===== config.mk =====
export PLATFORM = sky130hd
export DESIGN_NAME = spj_dispatch
export DESIGN_NICKNAME = d
export VERILOG_FILES = /design/src/rtl/spj_pkg.sv /design/src/rtl/spj_psum.sv /design/src/rtl/spj_slot.sv /design/src/rtl/spj_join.sv /design/src/rtl/spj_dispatch.sv
export SDC_FILE = /design/constraint.sdc
export NUM_CORES = 1
export LEC_CHECK = 0
export ABC_AREA = 1
export ABC_CLOCK_PERIOD_IN_PS = 3980
export BUFFER_PORTS_ARGS = -buffer_cell sky130_fd_sc_hd__buf_2
export CAP_MARGIN = 5
export CORE_MARGIN = 2
export CORE_UTILIZATION = 35
export CTS_CLUSTER_SIZE = 10
export DETAILED_ROUTE_END_ITERATION = 8
export REMOVE_ABC_BUFFERS = 1
export SLEW_MARGIN = 5
export SYNTH_ARGS = -nofsm -noshare
export SYNTH_HDL_FRONTEND = slang
export SYNTH_SLANG_ARGS = --single-unit
export TNS_END_PERCENT = 50

===== constraint.sdc =====
create_clock -name clk -period 3.98 [get_ports clk]
set_clock_uncertainty 0.2 [all_clocks]
set_input_delay 0.199 -clock clk [delete_from_list [all_inputs] [get_ports clk]]
set_output_delay 0.199 -clock clk [all_outputs]
set_load 0.01 [all_outputs]

===== src/rtl/spj_pkg.sv =====
package spj_pkg;
  typedef enum logic [1:0] {
    SL_IDLE = 2'd0,
    SL_RUN  = 2'd1,
    SL_RET  = 2'd2
  } slot_state_t;
endpackage


===== src/rtl/spj_psum.sv =====
// Shared thread-number counter with a multi-requester prefix-sum.
module spj_psum #(
  parameter int NUM_TCU = 4,
  parameter int CW      = 11
) (
  input  logic                            clk,
  input  logic                            rst_n,
  input  logic                            load,
  input  logic [NUM_TCU-1:0]              req,
  output logic [NUM_TCU-1:0][CW-1:0]      ids
);
  logic [CW-1:0]                base_q;
  logic [NUM_TCU:0][CW-1:0]     pre;

  // Running sum: requester i sees base plus the requests below it.
  always_comb begin
    pre[0] = base_q;
    for (int i = 0; i < NUM_TCU; i++) begin
      pre[i+1] = pre[i] + CW'(req[i]);
    end
  end

  for (genvar g = 0; g < NUM_TCU; g++) begin : g_id
    assign ids[g] = pre[g];
  end

  always_ff @(posedge clk or negedge rst_n) begin
    if (!rst_n)    base_q <= '0;
    else if (load) base_q <= CW'(NUM_TCU);
    else           base_q <= pre[NUM_TCU];
  end

  // after a spawn the next fetch starts at NUM_TCU
  a_r4_counter_reload: assert property (@(posedge clk) disable iff (!rst_n)
    load |=> (ids[0] == CW'(NUM_TCU)));

  // the counter never moves backwards within a region
  a_r5_counter_monotone: assert property (@(posedge clk) disable iff (!rst_n)
    (!load && $past(!load)) |-> (base_q >= $past(base_q)));
endmodule


===== src/rtl/spj_slot.sv =====
// Per-unit dispatch state: first thread from the unit index, then fetched IDs.
module spj_slot
  import spj_pkg::*;
#(
  parameter int CNT_W = 8,
  parameter int CW    = 11,
  parameter int HW_ID = 0
) (
  input  logic             clk,
  input  logic             rst_n,
  input  logic             launch,
  input  logic [CNT_W-1:0] n,
  input  logic             done,
  input  logic [CW-1:0]    grant,
  output logic             req,
  output logic             start,
  output logic [CNT_W-1:0] tid,
  output logic             retired
);
  localparam logic [CW-1:0] HW_V = CW'(HW_ID);

  slot_state_t   st_q;
  logic [CW-1:0] n_ext;

  assign n_ext   = CW'(n);
  assign req     = (st_q == SL_RUN) && done;
  assign retired = (st_q == SL_RET);

  always_ff @(posedge clk or negedge rst_n) begin
    if (!rst_n) begin
      st_q  <= SL_IDLE;
      start <= 1'b0;
      tid   <= '0;
    end else begin
      start <= 1'b0;
      if (launch) begin
        if (HW_V < n_ext) begin
          st_q  <= SL_RUN;
          start <= 1'b1;
          tid   <= HW_V[CNT_W-1:0];
        end else begin
          st_q  <= SL_RET;
        end
      end else if (req) begin
        if (grant < n_ext) begin
          start <= 1'b1;
          tid   <= grant[CNT_W-1:0];
        end else begin
          st_q  <= SL_RET;
        end
      end
    end
  end

  // a start never carries a number past the range
  a_r6_start_in_range: assert property (@(posedge clk) disable iff (!rst_n)
    start |-> (CW'(tid) < n_ext));

  // a retired unit stays silent whatever its done input does
  a_r10_retired_silent: assert property (@(posedge clk) disable iff (!rst_n)
    (st_q == SL_RET && !launch) |=> (!start && st_q == SL_RET));
endmodule


===== src/rtl/spj_join.sv =====
// Region tracking and join generation.
module spj_join #(
  parameter int NUM_TCU = 4
) (
  input  logic               clk,
  input  logic               rst_n,
  input  logic               accept,
  input  logic [NUM_TCU-1:0] retired,
  output logic               active,
  output logic               join_p
);
  always_ff @(posedge clk or negedge rst_n) begin
    if (!rst_n) begin
      active <= 1'b0;
      join_p <= 1'b0;
    end else begin
      join_p <= 1'b0;
      if (accept) begin
        active <= 1'b1;
      end else if (active && (&retired)) begin
        active <= 1'b0;
        join_p <= 1'b1;
      end
    end
  end

  // join lasts one cycle
  a_r8_join_single: assert property (@(posedge clk) disable iff (!rst_n)
    join_p |=> !join_p);

  // join only follows a cycle in which every unit was retired
  a_r8_join_after_retire: assert property (@(posedge clk) disable iff (!rst_n)
    join_p |-> ($past(&retired) && !active));
endmodule


===== src/rtl/spj_dispatch.sv =====
// Spawn-join dispatch controller top.
module spj_dispatch #(
  parameter int NUM_TCU = 4,
  parameter int CNT_W   = 8
) (
  input  logic                       clk,
  input  logic                       rst_n,
  input  logic                       spawn_valid,
  output logic                       spawn_ready,
  input  logic [CNT_W-1:0]           spawn_count,
  output logic [NUM_TCU-1:0]         tcu_start,
  output logic [NUM_TCU*CNT_W-1:0]   tcu_tid,
  input  logic [NUM_TCU-1:0]         tcu_done,
  output logic                       join_pulse
);
  localparam int CW = CNT_W + $clog2(NUM_TCU) + 1;

  logic                          active;
  logic                          accept;
  logic [CNT_W-1:0]              n_q;
  logic [CNT_W-1:0]              n_eff;
  logic [NUM_TCU-1:0]            req;
  logic [NUM_TCU-1:0]            retired;
  logic [NUM_TCU-1:0][CW-1:0]    ids;
  logic [NUM_TCU-1:0][CNT_W-1:0] tid_a;

  assign spawn_ready = !active;
  assign accept      = spawn_valid && spawn_ready;
  assign n_eff       = accept ? spawn_count : n_q;

  always_ff @(posedge clk or negedge rst_n) begin
    if (!rst_n)      n_q <= '0;
    else if (accept) n_q <= spawn_count;
  end

  spj_psum #(.NUM_TCU(NUM_TCU), .CW(CW)) u_psum (
    .clk   (clk),
    .rst_n (rst_n),
    .load  (accept),
    .req   (req),
    .ids   (ids)
  );

  for (genvar g = 0; g < NUM_TCU; g++) begin : g_slot
    spj_slot #(.CNT_W(CNT_W), .CW(CW), .HW_ID(g)) u_slot (
      .clk     (clk),
      .rst_n   (rst_n),
      .launch  (accept),
      .n       (n_eff),
      .done    (tcu_done[g]),
      .grant   (ids[g]),
      .req     (req[g]),
      .start   (tcu_start[g]),
      .tid     (tid_a[g]),
      .retired (retired[g])
    );
    assign tcu_tid[g*CNT_W +: CNT_W] = tid_a[g];
  end

  spj_join #(.NUM_TCU(NUM_TCU)) u_join (
    .clk     (clk),
    .rst_n   (rst_n),
    .accept  (accept),
    .retired (retired),
    .active  (active),
    .join_p  (join_pulse)
  );

  // the captured count holds for the whole region
  a_r2_count_frozen: assert property (@(posedge clk) disable iff (!rst_n)
    (active && $past(active)) |-> $stable(n_q));

  // an empty spawn starts no unit
  a_r9_empty_quiet: assert property (@(posedge clk) disable iff (!rst_n)
    (accept && spawn_count == '0) |=> (tcu_start == '0));
endmodule


==> key figures <==
Status
  – Outcome: completed

Timing
  – Max Slew Vio Count: 0
  – Peak clock frequency supported by timing: roughly 270 MHz
  – Setup ws final: 0.209 ns
  – Transition at the pin with the smallest max-transition slack: 0.696 ns
  – Final hold violation count: 0
  – Worst relative slew slack: approximately 54%
  – Ratio of final minimum period to clock period: 94.7%
  – Setup TNS: 0 ns
  – Worst hold margin: 0.0412 ns
  – Unrepaired setup endpoints after global routing: yes
  – Number of failing setup endpoints in the final timing report: 0
  – Minimum period implied by the final worst setup slack: roughly 3.8 ns

Synthesis
  – Share of synthesized cell area in and, or, nand and nor gates: 37.3%
  – Area fraction in compound gates after synthesis: 9.14%
  – Cell area after technology mapping: 4570 um^2
  – Number of synthesized flops with an enable pin: 0
  – Main combinational cell family by area after synthesis: simple AND/OR/NAND/NOR gates
  – Total of flip-flops plus latches after synthesis: 65
  – Seq/Total Area, Yosys: 35.6%
  – Number of distinct standard cells referenced by the synthesized netlist: 37
  – Adder-Cell Fraction of Synth Area: roughly a tenth
  – Post-synthesis instance total: 610
  – Most used flip-flop cell after synthesis: sky130_fd_sc_hd__dfrtp_1
  – Post-Synth XOR/XNOR Area: 0%
  – Fraction of registers with async set or reset after synthesis: 100%
  – Count of warnings emitted by yosys: 0
  – Synthesized area divided by synthesized cell count: ~7.5 um^2
  – Mux cell area share after synthesis: 0%

Detailed routing
  – Average via count per standard cell: 4.80
  – Count of routing violations after the opening detailed-route iteration: 241
  – Post-detailed-route count of antenna-violating nets: 0
  – DR pass1 iterations: 4
  – Final wirelength: about 12 mm
  – Count of unresolved DRC violations after routing: 0
  – WL per Instance: 14.4 um
  – Total number of vias: 4142

Worst setup path
  – Slowest stage delay, CP: between 0.3 and 0.4 ns
  – Data required time of the worst path: around 4 ns
  – Critical path endpoint category: flop
  – CP startpoint kind: flop
  – CP max FO: 10
  – Buffers and inverters on the worst path: 6
  – Top cell family by delay on the critical path: simple AND/OR/NAND/NOR gates
  – Signal arrival time at the worst endpoint: 3.80 ns
  – Type of the setup path with the least slack: reg -> reg
  – Cell with the largest stage delay on the worst path: sky130_fd_sc_hd__dfrtp_1

GRT
  – Total GRT Usage: between 10% and 20%
  – Via count of the first global-routing pass: roughly 4100
  – GRT Residual Overflow: 0
  – Global-route wire length before repair: 20.5 mm
  – Initial antenna violation count: 0
  – Largest net degree at the start of global routing: 39

Clocking
  – Inserted Clock Buffers: 9
  – Cell at the root of the clock tree: sky130_fd_sc_hd__clkbuf_16
  – CTS tree: yes
  – Number of buffers on the longest clock path: 2
  – Number of H-tree branching levels: 3
  – TritonCTS sink count: 65
  – Clock-pin slew on the worst setup and hold paths: 0.05 ns
  – Clock latency on the worst-skew pair: 0.34 ns

Die
  – Floorplan die height: between 100 and 150 um
  – Die width: 118 um
  – Initial core utilization: 36.1%
  – Area inside the core boundary: 12700 um^2
  – Number of core rows: 41
  – Overall die area: 14000 um^2
  – IO Pins: 53

Power and ir drop
  – Power consumption: between 4 and 5 mW
  – Leakage: 2.94 nW
  – Clock network fraction of design power: between 10% and 20%
  – Switching share of power: 47.6%
  – P per Cell Area: 879 nW/um^2
  – Worst ir drop on vdd: 0.000467 V
  – Part of the power in combinational logic: 59.8%
  – Reported net switching power: 2.34 mW
  – P_int: 2.58 mW
  – Sequential group share of total power: 23.9%

Place
  – Total of buffers placed on input and output ports: between 50 and 60
  – Post-detailed-placement half-perimeter wirelength: around 9.8 mm
  – Post-Place Cell Area: 5120 um^2
  – Placement Setup Slack: -0.0451 ns
  – Placer's final routability congestion estimate: 0.857

Run
  – Max-cap check violation count: 0

Hold path
  – Worst hold path class: in -> reg

Final layout
  – Fraction of final layout cells with drive strength greater than 1: 27.5%
  – Net count, final: ~740
  – ANT cells: 0
  – Number of fill cells in the layout: 1306
  – Final instance area: approximately 5600 um^2
  – Area overhead of the layout relative to synthesis: 22.4%
## worst paths after layout
path                                                from                 endpoint  slack (ns)  cells past startpoint
worst min register to register   g_slot[1].u_slot.tid[1]  g_slot[1].u_slot.tid[1]        0.27                      2
worst max register to register  g_slot[0].u_slot.st_q[1]  g_slot[3].u_slot.tid[5]        0.21                     30
min in group asynchronous                          rst_n  g_slot[0].u_slot.tid[4]        0.25                      2
worst min-delay path                      spawn_count[0]                   n_q[0]        0.04                      3
worst max-delay path            g_slot[0].u_slot.st_q[1]  g_slot[3].u_slot.tid[5]        0.21                     30
max in group asynchronous                          rst_n         u_psum.base_q[0]        2.42                      3
## layout by cell type (no fill, tap or decap), types with 8 or more instances in the layout
| cell type | instances |
|---|---|
| sky130_fd_sc_hd__nor2_4 | 10 |
| sky130_fd_sc_hd__nand2_2 | 23 |
| sky130_fd_sc_hd__inv_1 | 57 |
| sky130_fd_sc_hd__clkbuf_16 | 9 |
| sky130_fd_sc_hd__inv_2 | 14 |
| sky130_fd_sc_hd__nor3_1 | 9 |
| sky130_fd_sc_hd__buf_2 | 52 |
| sky130_fd_sc_hd__a21oi_1 | 29 |
| sky130_fd_sc_hd__nand3_1 | 44 |
| sky130_fd_sc_hd__buf_4 | 24 |
| sky130_fd_sc_hd__o21ai_0 | 20 |
| sky130_fd_sc_hd__ha_1 | 31 |
| sky130_fd_sc_hd__nand2_4 | 11 |
| sky130_fd_sc_hd__nand4_1 | 12 |
| sky130_fd_sc_hd__nor2_1 | 45 |
| sky130_fd_sc_hd__dfrtp_1 | 65 |
| sky130_fd_sc_hd__nand2_1 | 159 |
| sky130_fd_sc_hd__or2_2 | 8 |
| sky130_fd_sc_hd__o21ai_1 | 12 |
| sky130_fd_sc_hd__nor2_2 | 11 |
## through the flow
stage,utilization [%],instances
final,44.2,863
after detailed placement,40.4,842
after global routing,44.2,863
after floorplan,-,596
after global placement,40.4,842
after CTS,43.1,861
## power by group through the flow
stage	registers [mW]	clock network (mW)	logic, mW
floorplan	1.21	0	1.81
global placement	1.17	0	2.73
detailed placement	1.18	0	2.80
CTS	1.18	0.826	2.83
global route	1.22	0.855	3.32
finish	1.18	0.803	2.94
## sequential cells by signal (all words and copies together) (netlist names)
name	flops
g_slot.u_slot.st_q	8
g_slot.u_slot.start	4
g_slot.u_slot.tid	32
n_q	8
u_join.active	1
u_join.join_p	1
u_psum.base_q	11
## metal layers
layer  GRT usage, %  up-vias  share of wire, %
met4           6.40        0               1.3
met5              0        -                 0
met2           30.3       82                48
met3           3.91       13               4.4
li1               -     2129                 -
met1           24.7     1918                46
## final cells by class
cell class | count | area, um^2 | share of cell area (%)
sequential | 65 | 1630 | 29.0
multi-input combinational | 457 | 2700 | 48.2
timing repair buffer | 79 | 470 | 8.40
clock buffer | 12 | 256 | 4.58
clock inverter | 4 | 51.3 | 0.916
tap | 172 | 215 | 3.84
inverter | 74 | 283 | 5.05
## kinds of logic after synthesis
kind of cell | count (synthesis)
buf+inv | 88
compound gates | 76
simple gates | 345
flops | 65
fa+ha+maj | 36
## worst register-to-register path, delay by kind of cell (launching register included)
family                     cells  cell delay, ns
adders and majority gates      3            0.59
DFF                            1            0.38
and+or+nand+nor               17            1.50
buffers and inverters          6            0.44
AOI/OAI and AO/OA              4            0.56
## cell usage after synthesis, types with 4 or more instances
| cell type | instances | share of area, % |
|---|---|---|
| sky130_fd_sc_hd__nand2_1 | 162 | 13 |
| sky130_fd_sc_hd__dfrtp_1 | 65 | 36 |
| sky130_fd_sc_hd__inv_1 | 60 | 4.9 |
| sky130_fd_sc_hd__nor2_1 | 49 | 4.0 |
| sky130_fd_sc_hd__nand3_1 | 46 | 5.0 |
| sky130_fd_sc_hd__ha_1 | 36 | 9.8 |
| sky130_fd_sc_hd__a21oi_1 | 30 | 3.3 |
| sky130_fd_sc_hd__nand2_2 | 23 | 3.1 |
| sky130_fd_sc_hd__o21ai_0 | 20 | 2.2 |
| sky130_fd_sc_hd__o21ai_1 | 13 | 1.4 |
| sky130_fd_sc_hd__inv_2 | 12 | 0.98 |
| sky130_fd_sc_hd__nand4_1 | 12 | 1.6 |
| sky130_fd_sc_hd__nor2_4 | 9 | 2.2 |
| sky130_fd_sc_hd__nor3_1 | 9 | 0.98 |
| sky130_fd_sc_hd__nand2_4 | 8 | 2.0 |
| sky130_fd_sc_hd__nor2_2 | 8 | 1.1 |
| sky130_fd_sc_hd__or2_2 | 8 | 1.1 |
| sky130_fd_sc_hd__buf_4 | 5 | 0.82 |
| sky130_fd_sc_hd__clkbuf_1 | 4 | 0.33 |
| sky130_fd_sc_hd__nand3_2 | 4 | 0.88 |
## timing repair
action	4_1_cts	5_1_grt
hold buffers	3	0
pin swaps	0	5
resized for setup	1	27
setup buffers	0	2
endpoints found under the hold margin	33	0
endpoints found under the setup margin	8	20
(Power assumes the default switching activity.)
